===== config.mk =====
export PLATFORM = sky130hd
export DESIGN_NAME = gpio_bank_core
export DESIGN_NICKNAME = d
export VERILOG_FILES = /design/src/rtl/gpio_bank_core.sv
export SDC_FILE = /design/constraint.sdc
export NUM_CORES = 1
export LEC_CHECK = 0
export CAP_MARGIN = 25
export CORE_ASPECT_RATIO = 1.5
export CORE_MARGIN = 4
export CORE_UTILIZATION = 55
export DETAILED_ROUTE_END_ITERATION = 7
export DONT_BUFFER_PORTS = 1
export HOLD_SLACK_MARGIN = 0.05
export PLACE_DENSITY = 0.72
export SYNTH_ARGS = -nofsm -noshare
export SYNTH_HDL_FRONTEND = slang
export SYNTH_SLANG_ARGS = --single-unit

===== constraint.sdc =====
create_clock -name clk -period 3 [get_ports clk]
set_input_delay 0.6 -clock clk [delete_from_list [all_inputs] [get_ports clk]]
set_output_delay 0.6 -clock clk [all_outputs]
set_load 0.02 [all_outputs]

===== src/rtl/gpio_bank_core.sv =====
`timescale 1ns/1ps
module gpio_bank_core #(
  parameter int NUM_BANKS = 5,
  parameter int BANK_W    = 8
) (
  input  logic                        clk,
  input  logic                        rst_n,
  input  logic                        wr_en,
  input  logic [5:0]                  wr_addr,
  input  logic [BANK_W-1:0]           wr_data,
  input  logic [5:0]                  rd_addr,
  output logic [BANK_W-1:0]           rd_data,
  input  logic                        stop_evt,
  input  logic                        ack_evt,
  input  logic                        oe_pin,
  input  logic [NUM_BANKS*BANK_W-1:0] pad_in,
  output logic [NUM_BANKS*BANK_W-1:0] pad_out,
  output logic [NUM_BANKS*BANK_W-1:0] pad_oe
);
  localparam int PINS = NUM_BANKS * BANK_W;
  localparam logic [2:0] G_IN = 3'd0, G_OUT = 3'd1, G_INV = 3'd2,
                         G_DIR = 3'd3, G_MSK = 3'd4, G_CTL = 3'd5;
  localparam logic [2:0] C_OD = 3'd0, C_ALL = 3'd1, C_MODE = 3'd2;

  logic [PINS-1:0]      shadow_q, shadow_nxt, live_q, dir_q, inv_q, msk_q;
  logic [NUM_BANKS-1:0] od_q, all_en_q;
  logic                 fill_q, ack_mode_q, oe_pol_q;

  wire [2:0] wgrp = wr_addr[5:3];
  wire [2:0] widx = wr_addr[2:0];
  wire [2:0] rgrp = rd_addr[5:3];
  wire [2:0] ridx = rd_addr[2:0];

  wire commit = ack_mode_q ? ack_evt : stop_evt;
  wire oe_act = (oe_pin == oe_pol_q);
  wire [PINS-1:0] in_view = pad_in ^ inv_q;

  for (genvar b = 0; b < NUM_BANKS; b++) begin : g_bank
    localparam int LO = b * BANK_W;
    wire bank_wr = wr_en && (widx == 3'(b));
    logic [BANK_W-1:0] eff;

    assign shadow_nxt[LO +: BANK_W] = (bank_wr && wgrp == G_OUT) ? wr_data
                                                                 : shadow_q[LO +: BANK_W];

    always_ff @(posedge clk or negedge rst_n) begin
      if (!rst_n) begin
        shadow_q[LO +: BANK_W] <= '0;
        live_q[LO +: BANK_W]   <= '0;
        dir_q[LO +: BANK_W]    <= '1;
        inv_q[LO +: BANK_W]    <= '0;
        msk_q[LO +: BANK_W]    <= '1;
      end else begin
        shadow_q[LO +: BANK_W] <= shadow_nxt[LO +: BANK_W];
        if (commit) live_q[LO +: BANK_W] <= shadow_nxt[LO +: BANK_W];
        if (bank_wr) begin
          case (wgrp)
            G_INV:   inv_q[LO +: BANK_W] <= wr_data;
            G_DIR:   dir_q[LO +: BANK_W] <= wr_data;
            G_MSK:   msk_q[LO +: BANK_W] <= wr_data;
            default: ;
          endcase
        end
      end
    end

    assign eff = all_en_q[b] ? {BANK_W{fill_q}} : live_q[LO +: BANK_W];
    assign pad_out[LO +: BANK_W] = od_q[b] ? '0 : eff;
    assign pad_oe[LO +: BANK_W]  = {BANK_W{oe_act}} & ~dir_q[LO +: BANK_W]
                                   & (od_q[b] ? ~eff : {BANK_W{1'b1}});

    AST_OD_NEVER_HIGH: assert property (@(posedge clk) disable iff (!rst_n)
      od_q[b] |-> ((pad_oe[LO +: BANK_W] & pad_out[LO +: BANK_W]) == '0));
  end

  always_ff @(posedge clk or negedge rst_n) begin
    if (!rst_n) begin
      od_q       <= '0;
      all_en_q   <= '0;
      fill_q     <= 1'b1;
      ack_mode_q <= 1'b0;
      oe_pol_q   <= 1'b0;
    end else if (wr_en && wgrp == G_CTL) begin
      case (widx)
        C_OD:  od_q <= wr_data[NUM_BANKS-1:0];
        C_ALL: begin
          fill_q   <= wr_data[BANK_W-1];
          all_en_q <= wr_data[NUM_BANKS-1:0];
        end
        C_MODE: begin
          ack_mode_q <= wr_data[0];
          oe_pol_q   <= wr_data[1];
        end
        default: ;
      endcase
    end
  end

  always_comb begin
    rd_data = '0;
    if (rgrp == G_CTL) begin
      case (ridx)
        C_OD:   rd_data[NUM_BANKS-1:0] = od_q;
        C_ALL:  begin
          rd_data[BANK_W-1]      = fill_q;
          rd_data[NUM_BANKS-1:0] = all_en_q;
        end
        C_MODE: rd_data[1:0] = {oe_pol_q, ack_mode_q};
        default: ;
      endcase
    end else if (int'(ridx) < NUM_BANKS) begin
      case (rgrp)
        G_IN:    rd_data = in_view[int'(ridx)*BANK_W +: BANK_W];
        G_OUT:   rd_data = shadow_q[int'(ridx)*BANK_W +: BANK_W];
        G_INV:   rd_data = inv_q[int'(ridx)*BANK_W +: BANK_W];
        G_DIR:   rd_data = dir_q[int'(ridx)*BANK_W +: BANK_W];
        G_MSK:   rd_data = msk_q[int'(ridx)*BANK_W +: BANK_W];
        default: ;
      endcase
    end
  end

  AST_LIVE_HOLD: assert property (@(posedge clk) disable iff (!rst_n)
    !commit |=> $stable(live_q));
  AST_STOP_COMMIT: assert property (@(posedge clk) disable iff (!rst_n)
    (!ack_mode_q && stop_evt && !wr_en) |=> (live_q == $past(shadow_q)));
  AST_ACK_COMMIT: assert property (@(posedge clk) disable iff (!rst_n)
    (ack_mode_q && ack_evt && !wr_en) |=> (live_q == $past(shadow_q)));
  AST_OE_RELEASE: assert property (@(posedge clk) disable iff (!rst_n)
    (oe_pin != oe_pol_q) |-> (pad_oe == '0));
  AST_INPUT_FLOAT: assert property (@(posedge clk) disable iff (!rst_n)
    ((pad_oe & dir_q) == '0));
endmodule


== After elaboration in Yosys (flattened, before gate mapping) ==
Index checks and enable logic that the tools add are counted.
Storage, ports and cells
  word-level logic and storage cells: 135
  output and inout bits: 88
  input bits: 66
  flip-flop bits (word level): 213
Cells by class
  $lt $le $gt $ge: 1
  reductions and logical operators: 32
  shifts and indexed selects: 5
  eq/ne operators: 17
  muxes and demuxes: 29
  bitwise logic cells: 21
Operator list (count)
  $shiftx A40 B7 Y8: 5
  $mux W8: 21
  $and A8 B8 Y8: 10
  $not A8 Y8: 10
  $pmux W8 S5: 1
  $xor A40 B40 Y40: 1
  $reduce_and A2 Y1: 18
  $eq A3 B2 Y1 const B: 7
  $eq A3 B3 Y1 const B: 5
  $eq A3 B1 Y1 const B: 4
  $logic_and A1 B1 Y1: 11
  $logic_not A3 Y1: 3
  $pmux W2 S3: 1
  $pmux W3 S2: 1
  $mux W5: 1
  $lt A3 B3 Y1 const B: 1
  $mux W1: 3
  $mux W2: 1
  $eq A1 B1 Y1: 1

== Depth between registers and ports, before layout ==
Gate-level depths: netlist of run 1.
  depth in word-level cells: 5
  gate-level depth with buffers: 8
  gate-level depth less buffers: 5

== Least setup slack after synthesis of run 1 ==
No wires, ideal clock.
  kind: input port to output port
  start: in rd_addr[5]
  end: out rd_data[7]
  cell stages on the path: 8
  data arrival time: 2.228 ns
  setup slack: 0.172 ns
  data required time: 2.400 ns
  cells stage by stage: buf_2 > buf_2 > buf_2 > nor2_1 > a221o_1 > o211ai_1 > nand4_1 > o31ai_1
On the way
  word-level cells in the longest chain between the ends: 4
  elaborated cells on any way between the ends: 9
  those cells by class: eq/ne: 5; mux: 3; reduce/logical: 1
RTL lines
  start: declaration: RTL line 11  | input logic [5:0] rd_addr,
  $eq A3 B3 Y1 (tied with other cells): RTL line 112  | case (rgrp)
  $pmux W8 S5: RTL line 112
  $mux W8: RTL line 111  | end else if (int'(ridx) < NUM_BANKS) begin
  $mux W1 *: RTL line 101  | if (rgrp == G_CTL) begin
  end: declaration: RTL line 12  | output logic [BANK_W-1:0] rd_data,
Every way passes the cells marked *; elsewhere a longest branch is shown, timed or not.

== Worst setup path in the final report of run 1 ==
  start: reg dir_q[23]
  end: out rd_data[7]
On the way
  word-level cells in the longest chain between the ends: 4
RTL lines
  start: declaration: RTL line 25  | logic [PINS-1:0] shadow_q, shadow_nxt, live_q, dir_q, inv_q, msk_q;
  start signal: indexed assignment: RTL line 59  | G_DIR: dir_q[LO +: BANK_W] <= wr_data;
  $shiftx A40 B7 Y8: RTL line 116  | G_DIR: rd_data = dir_q[int'(ridx)*BANK_W +: BANK_W];
  $pmux W8 S5: RTL line 112
  $mux W8: RTL line 111
  $mux W1: RTL line 101
No other way between the ends.

==> flow_metrics.tcl, run 1 <==
set metrics [dict create \
    outcome "complete, but fails checks" \
    violations "negative hold slack" \
    grt_max_degree 214 \
    die_area_sq_um 24100 \
    fin_cells 1381 \
    ant_nets 0 \
    mostFrequentLayoutCells "mux2_2 (224), dfrtp_1 (131), dfstp_2 (81)" \
    cts.sinks 213 \
    htreeDepth 1 \
    clock_latency_ns 0.50 \
    final_net_count 1164 \
    cp_data_required_time_ns 2.40 \
    critPathKind "flip-flop to output port" \
    chipHeight_um 188 \
    ir_worst_vdd_v 0.000458 \
    setup-violations-final 0 \
    hpwlAfterDp_um 26800 \
    grt_overflow 0 \
    syn_avg_cell_area_sq_um 11.0 \
    layout.cells.most_common "mux2_2" \
    die_x_um 128 \
    rows 65 \
    initial_core_util_pct 56.2 \
    final-hold-violation-count 133 \
    slew_headroom_pct 50.6 \
    place.gp.congestion 0.999 \
    routedWlPerCell_um 27.3 \
    whs_ns -0.202 \
    clkTransAtPathRegs_ns 0.06 \
    finClkSkew_ns 0.00522 \
    ys_types 71 \
    min_period_ns 2.89 \
    r2r_slack_ns 1.09 \
    grt_pass1_vias 9037 \
    worstMarginPinSlew_ns 0.739 \
    firstDrtPassIters 5 \
    initialDrtViolationCount 790 \
    clock.fmax_mhz 346 \
    numPortBuffers 0 \
    hold_path_class "primary input to async pin" \
    rsz0062_at_grt "no" \
    drc 0 \
    io_pins 154 \
    dr_total_vias 8904 \
    cp-start-kind "flip-flop" \
    clockBufferDepth 3 \
    worstPathArrival_ns 2.29 \
    fin_setup_tns_ns 0 \
    grt_use_total_pct 31.2 \
    root_buffer "clkbuf_16" \
    power_density_nw_per_um2 627 \
    cts_buffers 21 \
    synth-edff-count 0 \
    yosys_most_used_dff "dfrtp_1" \
    yosysWarnings 0 \
    cp_max_fo 3 \
    syn_inst 1076 \
    core_area_sq_um 21100 \
    fin_util_pct 62.3 \
    cts_tree "yes" \
    routed_wl_um 37700 \
    area_growth_pct 10.9 \
    fin_crit_sh_pct 96.4 \
    grt_pass1_wl_um 57200 \
    synth_seq_cells 213 \
    ys_async_sr_fraction_pct 100 \
    worstSetupEndpointType "output port" \
    final_layout_size_suffix_gt1_share_pct 39.4 \
    placed_area_sq_um 12500 \
    n_antenna_cell 0 \
    syn-cell-area_sq_um 11900 \
    fin_area_sq_um 13200 \
    synth_fp_nets 1142 \
    antenna_found_initial 0 \
    seq_area_frac_synth_pct 45.7 \
    p_leak_nw 5.68 \
    slew_viol_final 0 \
    cap_viol_max_count 0 \
    post-cts-setup-buffer-count 0 \
    via_per_inst 6.45 \
    dp.cells 1343 \
]
-- final timing paths --
| check | from | to | cells after the start |
|---|---|---|---|
| setup / recovery | dir_q[23]$_DFFE_PN1P_ | rd_data[7] | 6 |
| hold / removal | rst_n | all_en_q[1]$_DFFE_PN0P_ | 0 |
| setup reg to reg | ack_mode_q$_DFFE_PN0P_ | live_q[12]$_DFFE_PN0P_ | 3 |
| hold reg to reg | live_q[35]$_DFFE_PN0P_ | live_q[35]$_DFFE_PN0P_ | 1 |
| max in group asynchronous | rst_n | dir_q[31]$_DFFE_PN1P_ | 0 |
| min in group clk | wr_data[5] | inv_q[29]$_DFFE_PN0P_ | 2 |
-- where the power goes --
part	switching, mW	internal [mW]
Sequential	0.400	3.40
Combinational	1.03	0.903
Clock	1.09	1.44
Total	2.52	5.74
-- registers in the layout, summed over array words and instances, names as in the netlist --
register	cells
live_q	40
od_q	5
oe_pol_q	1
ack_mode_q	1
fill_q	1
all_en_q	5
dir_q	40
inv_q	40
msk_q	40
shadow_q	40
-- through the flow --
step	worst slack (ns)	hold WS (ns)	total power, mW
after floorplan	0.172	0.304	5.14
after global placement	0.148	0.313	5.71
after detailed placement	0.159	0.312	5.75
after CTS	0.0290	-0.218	8.29
after global routing	0.0156	-0.217	8.61
final	0.108	-0.202	8.27
-- synth_stat cells, drive strengths merged (11+ instances only) --
cell type  instances  area (sq um)
inv               51           191
xnor2             20           175
mux2i             24           240
buf               32           168
nor3b             13           113
nand2b            17           106
o21ai             69           345
dfrtp            132          3300
nor2              20          82.6
nand2             52           198
xor2              17           149
dfstp             81          2130
o221ai            11          96.3
clkbuf            46           173
a21oi             29           145
nor2b             62           388
a22oi             13          97.6
a211oi            50           375
o22ai             15          93.8
mux2             226          2540
-- logic make-up (layout without fill, tap and decap cells) --
family | after synthesis | count (layout) | share of synthesized area, %
AO/OA/AOI/OAI | 241 | 241 | 13.5
AND/OR/NAND/NOR | 204 | 204 | 9.82
buffers and inverters | 129 | 166 | 4.47
XOR/XNOR | 37 | 37 | 2.73
multiplexers | 252 | 252 | 23.8
flip-flops | 213 | 213 | 45.7
-- layer usage --
metal / GRT usage, % / vias up / wire (um)
met5: 0 / - / 0
met4: 10.2 / 0 / 1390
met3: 5.47 / 82 / 2600
met2: 52.0 / 376 / 18800
met1: 41.2 / 4486 / 14900
li1: - / 3960 / -
-- repair_timing --
action | in CTS | in global routing
hold endpoints to repair | 213 | 173
endpoints found under the setup margin | 1 | 5
pin swaps | 0 | 2
gates resized for setup | 1 | 6
-- critical path, stage by stage, from the launching register on --
cell      delay, ns
dfstp_2        0.58
nand2_1        0.10
a221o_1        0.35
o211ai_1       0.08
nand4_1        0.15
o31ai_2        0.33
buf_4          0.20
-- cell type report --
class                   count  area [sq um]
well taps                 268           335
repair buffers             77           603
fillers                  1746          7960
multi-input cells         734          5970
clock buffers              31           583
flip-flops and latches    213          5430
clock inverters             7          63.8
inverters                  51           191
Power figures use the tool's default switching activity.
==> run 2: changes to the inputs <==
CORE_UTILIZATION = 64   (was 55)
PLACE_DENSITY = 0.82   (was 0.72)
==> flow_metrics.tcl, run 2 (synthesis gave the netlist of run 1 again) <==
set metrics [dict create \
    top_usage_layer "met2" \
    worstMarginPinSlew_ns 0.755 \
    outcome "complete, but fails checks" \
    routed_wl_um 37000 \
    fin_cells 1349 \
    p_seq_share_pct 45.3 \
    final_layout_size_suffix_gt1_share_pct 38.7 \
    cp_max_fo 86 \
    grt_pass1_wl_um 56900 \
    slew_viol_final 0 \
    p_leak_nw 5.63 \
    worstRegToRegCells 3 \
    slowest_delay_ns 0.37 \
    cap_viol_max_count 0 \
    htreeDepth 1 \
    cts.sinks 213 \
    fin_setup_tns_ns 0 \
    r2r_end "live_q[4]$_DFFE_PN0P_" \
    core_area_sq_um 18100 \
    root_buffer "clkbuf_16" \
    endpoint "rd_data[6]" \
    whs_ns -0.192 \
    area_growth_pct 9.93 \
    dp.cells 1313 \
    die_x_um 119 \
    rows 60 \
    cp-start-kind "primary input" \
    post-cts-setup-buffer-count 0 \
    n_antenna_cell 0 \
    io_pins 154 \
    pwr-share-comb_pct 23.3 \
    crit_chain "o21a_1 > buf_4 > or2_2 > a32oi_1 > o2111ai_1 > o31ai_1 > buf_4" \
    met2_usage_pct 57.3 \
    violations "negative hold slack" \
    rsz0062_at_grt "no" \
    slew_headroom_pct 49.5 \
    grt_pass1_vias 9469 \
    clockBufferDepth 3 \
    final-hold-violation-count 140 \
    finalPower_mw 8.37 \
    place.gp.congestion 1.05 \
    cts_buffers 20 \
    ant_nets 0 \
    cp_common_cell "buf_4" \
    antenna_found_initial 0 \
    worstPathArrival_ns 2.38 \
    pwr-share-clk_pct 31.4 \
    switchingPower_mw 2.54 \
    grtUsageMet3_pct 7.87 \
    power_density_nw_per_um2 640 \
    p_int_mw 5.83 \
    chipHeight_um 175 \
    initialDrtViolationCount 959 \
    use_met1_pct 44.6 \
    routedWlPerCell_um 27.4 \
    firstDrtPassIters 5 \
    mostFrequentLayoutCells "mux2_2 (224), dfrtp_1 (132), dfstp_2 (81)" \
    drc 0 \
    die_area_sq_um 20900 \
    ir_worst_vdd_v 0.000556 \
    timing.rr.start "ack_mode_q$_DFFE_PN0P_" \
    fillers 1298 \
    setup-violations-final 0 \
    critPathSlowestCell "or2_2" \
    clkTransAtPathRegs_ns 0.06 \
    hpwlAfterDp_um 25800 \
    grt_use_total_pct 35.4 \
    fin_crit_sh_pct 99.3 \
    clock_latency_ns 0.50 \
    layout.cells.most_common "mux2_2" \
    via_per_inst 6.68 \
    numPortBuffers 0 \
    grt_overflow 0 \
    finClkSkew_ns 0.00585 \
    initial_core_util_pct 65.7 \
    p_sw_share_pct 30.4 \
    r2r_slack_ns 1.31 \
    grt_max_degree 214 \
    critPathKind "primary input to output port" \
    dr_total_vias 9014 \
    worstSetupEndpointType "output port" \
    min_period_ns 2.98 \
    clock.fmax_mhz 336 \
    cp-startpoint "rd_addr[3]" \
    cp_data_required_time_ns 2.40 \
    final_net_count 1153 \
    cts_tree "yes" \
    hold_path_class "primary input to async pin" \
]
## run 2: changes by cell type in the layout (fill, tap and decap cells not counted), moves of 2 or more
cell / change
buf_12: -2
clkbuf_1: -2
buf_4: -8
clkinv_2: -2
## run 2: cell type report
cell class / instances / area (sq um) / area share, %
Timing Repair Buffer: 67 / 503 / 3.85
Clock buffer: 30 / 589 / 4.51
Clock inverter: 6 / 82.6 / 0.632
Sequential cell: 213 / 5430 / 41.6
Tap cell: 248 / 310 / 2.37
Inverter: 51 / 191 / 1.46
Multi-Input combinational cell: 734 / 5960 / 45.6
## run 2: repair_timing
item                       CTS  global route
setup endpoints to repair    1             3
hold endpoints to repair   213           159
resized for setup            1             5
pin swaps                    0             1
## run 2: worst max-delay path: cells and delay by family
family                 cells  cell delay, ns
buffers and inverters      2            0.40
AOI/OAI and AO/OA          4            0.98
and+or+nand+nor            1            0.37
## run 2: metal layers
layer | vias up | share of wire (%)
li1 | 3921 | -
met1 | 4495 | 38
met2 | 459 | 48
met3 | 139 | 7.7
met4 | 0 | 5.9
met5 | - | 0
## run 2: per-stage QoR
stage	area [sq um]	setup slack, ns	util (%)
3_3_place_gp	12400	0.165	68.4
4_1_cts	13100	0.00282	72.2
5_1_grt	13100	0.0192	72.2
6_report	13100	0.0208	72.2
3_5_place_dp	12400	0.139	68.4
2_1_floorplan	11900	0.172	-
## run 2: worst min-delay path by stage
stage,from,to,slack [ns],cells past startpoint
floorplan,rst_n,ack_mode_q$_DFFE_PN0P_,0.30,0
global placement,rst_n,shadow_q[1]$_DFF_PN0_,0.32,0
detailed placement,rst_n,inv_q[4]$_DFFE_PN0P_,0.32,0
CTS,rst_n,inv_q[5]$_DFFE_PN0P_,-0.21,0
global route,rst_n,inv_q[10]$_DFFE_PN0P_,-0.21,0
finish,rst_n,inv_q[4]$_DFFE_PN0P_,-0.19,0
## run 2: power groups by stage
stage / Clock (mW) / Sequential, mW / Combinational, mW
6_report: 2.63 / 3.79 / 1.95
5_1_grt: 2.77 / 3.84 / 2.09
4_1_cts: 2.65 / 3.78 / 1.93
3_5_place_dp: 0 / 3.83 / 1.91
3_3_place_gp: 0 / 3.80 / 1.87
2_1_floorplan: 0 / 3.64 / 1.50
==> run 3: changes to the inputs <==
==> constraint.sdc (replaced) <==
create_clock -name clk -period 3 [get_ports clk]
set_input_delay 0.6 -clock clk [delete_from_list [all_inputs] [get_ports clk]]
set_output_delay 0.6 -clock clk [all_outputs]
set_load 0.01 [all_outputs]
==> flow_metrics.tcl, run 3 (synthesis gave the netlist of run 1 again) <==
set metrics [dict create \
    place.gp.congestion 1.04 \
    htreeDepth 1 \
    antenna_found_initial 0 \
    worstPathArrival_ns 2.34 \
    cp_common_cell "buf_4" \
    ant_nets 0 \
    firstDrtPassIters 5 \
    mostFrequentLayoutCells "mux2_2 (224), dfrtp_1 (132), dfstp_2 (81)" \
    min_period_ns 2.94 \
    via_per_inst 6.75 \
    cts_buffers 21 \
    critPathKind "primary input to output port" \
    area_growth_pct 8.45 \
    fin_cells 1315 \
    hpwlAfterDp_um 25500 \
    dp.cells 1276 \
    drc 0 \
    crit_chain "o21a_1 > buf_4 > or2_2 > a32oi_1 > o2111ai_1 > o31ai_1 > buf_4" \
    core_area_sq_um 18100 \
    initial_core_util_pct 65.7 \
    cp_max_fo 86 \
    rsz0062_at_grt "no" \
    routedWlPerCell_um 27.7 \
    critical_path_depth 7 \
    finClkSkew_ns 0.00801 \
    final_net_count 1117 \
    grt_max_degree 214 \
    die_x_um 119 \
    cap_viol_max_count 0 \
    routed_wl_um 36400 \
    io_pins 154 \
    layout.cells.most_common "mux2_2" \
    rows 60 \
    cts_tree "yes" \
    final-hold-violation-count 148 \
    power_density_nw_per_um2 638 \
    grt_pass1_vias 8994 \
    multi_input_area_sq_um 5960 \
    worstSetupEndpointType "output port" \
    clock_latency_ns 0.51 \
    worstRegToRegCells 3 \
    slew_viol_final 0 \
    root_buffer "clkbuf_16" \
    cts.sinks 213 \
    seq_area_sq_um 5430 \
    fin_crit_sh_pct 97.9 \
    outcome "complete, but fails checks" \
    cp-start-kind "primary input" \
    ir_worst_vdd_v 0.000592 \
    clockBufferDepth 3 \
    clkTransAtPathRegs_ns 0.06 \
    initialDrtViolationCount 919 \
    slew_headroom_pct 50.7 \
    post-cts-setup-buffer-count 0 \
    grt_use_total_pct 34.4 \
    setup-violations-final 0 \
    worstMarginPinSlew_ns 0.738 \
    critPathSlowestCell "or2_2" \
    dr_total_vias 8871 \
    clock.fmax_mhz 340 \
    cp_data_required_time_ns 2.40 \
    p_leak_nw 5.51 \
    slowest_delay_ns 0.37 \
    fin_setup_tns_ns 0 \
    die_area_sq_um 20900 \
    path_buf_inv 2 \
    whs_ns -0.208 \
    grt_overflow 0 \
    numPortBuffers 0 \
    cp_top_family "compound AO/OA/AOI/OAI gates" \
    violations "negative hold slack" \
    grt_pass1_wl_um 54800 \
    final_layout_size_suffix_gt1_share_pct 37.2 \
    fillers 1299 \
    hold_path_class "primary input to async pin" \
    chipHeight_um 175 \
]
[run 3: cell count changes in the layout (fill, tap and decap cells not counted)]
cell,before,now
buf_12,0,1
buf_4,67,29
bufinv_16,2,4
clkbuf_1,6,0
clkbuf_8,3,5
clkinv_2,3,7
clkinvlp_4,1,0
diode_2,0,1
inv_6,0,1
o21ai_0,67,68
o21ai_1,2,1
o311ai_0,1,2
o311ai_1,1,0
[run 3: path summary, 6_finish.rpt]
check	from	endpoint	slack, ns
setup / recovery	rd_addr[3]	rd_data[6]	0.06
max in group asynchronous	rst_n	msk_q[10]$_DFFE_PN1P_	2.71
hold reg to reg	live_q[34]$_DFFE_PN0P_	live_q[34]$_DFFE_PN0P_	0.51
setup reg to reg	ack_mode_q$_DFFE_PN0P_	live_q[9]$_DFFE_PN0P_	1.08
min in group clk	wr_data[5]	inv_q[29]$_DFFE_PN0P_	0.22
hold / removal	rst_n	shadow_q[1]$_DFF_PN0_	-0.21
[run 3: cell type report]
| type | instances | area share (%) |
|---|---|---|
| tap | 248 | 2.41 |
| sequential | 213 | 42.1 |
| timing repair buffer | 30 | 1.84 |
| inverter | 51 | 1.48 |
| multi-input combinational | 734 | 46.2 |
| clock buffer | 26 | 4.61 |
| antenna | 1 | 0.0194 |
| clock inverter | 12 | 1.27 |
[run 3: metal layers]
metal	GRT usage [%]	wire length (um)
met1	44.4	13600
met2	54.9	17500
met3	7.03	3290
met4	18.1	2070
met5	0	0
[run 3: worst reg2reg max path: stages (launching register included)]
cell and delay, ns:
dfrtp_1 0.44, mux2_2 0.66, buf_4 0.33, mux2_2 0.37
[run 3: metrics by stage]
step	cell area, sq um	utilization, %	total power [mW]	hold slack (ns)	setup slack (ns)
after floorplan	11900	-	4.94	0.304	0.385
after global placement	12100	67.0	5.30	0.312	0.00981
after detailed placement	12100	67.0	5.34	0.315	0.00773
after CTS	12900	71.2	8.22	-0.220	0.0171
after global routing	12900	71.3	8.53	-0.223	0.00352
final	12900	71.3	8.22	-0.208	0.0631
[run 3: repair_timing]
action / CTS / global route
hold endpoints to repair: 213 / 213
setup endpoints to repair: 1 / 2
resized for setup: 2 / 2
pin swaps: 0 / 3
[run 3: where the power goes]
| group | internal [mW] | switching, mW |
|---|---|---|
| sequential | 3.40 | 0.406 |
| combinational | 0.738 | 0.797 |
| clock | 1.75 | 1.13 |
| total | 5.89 | 2.33 |
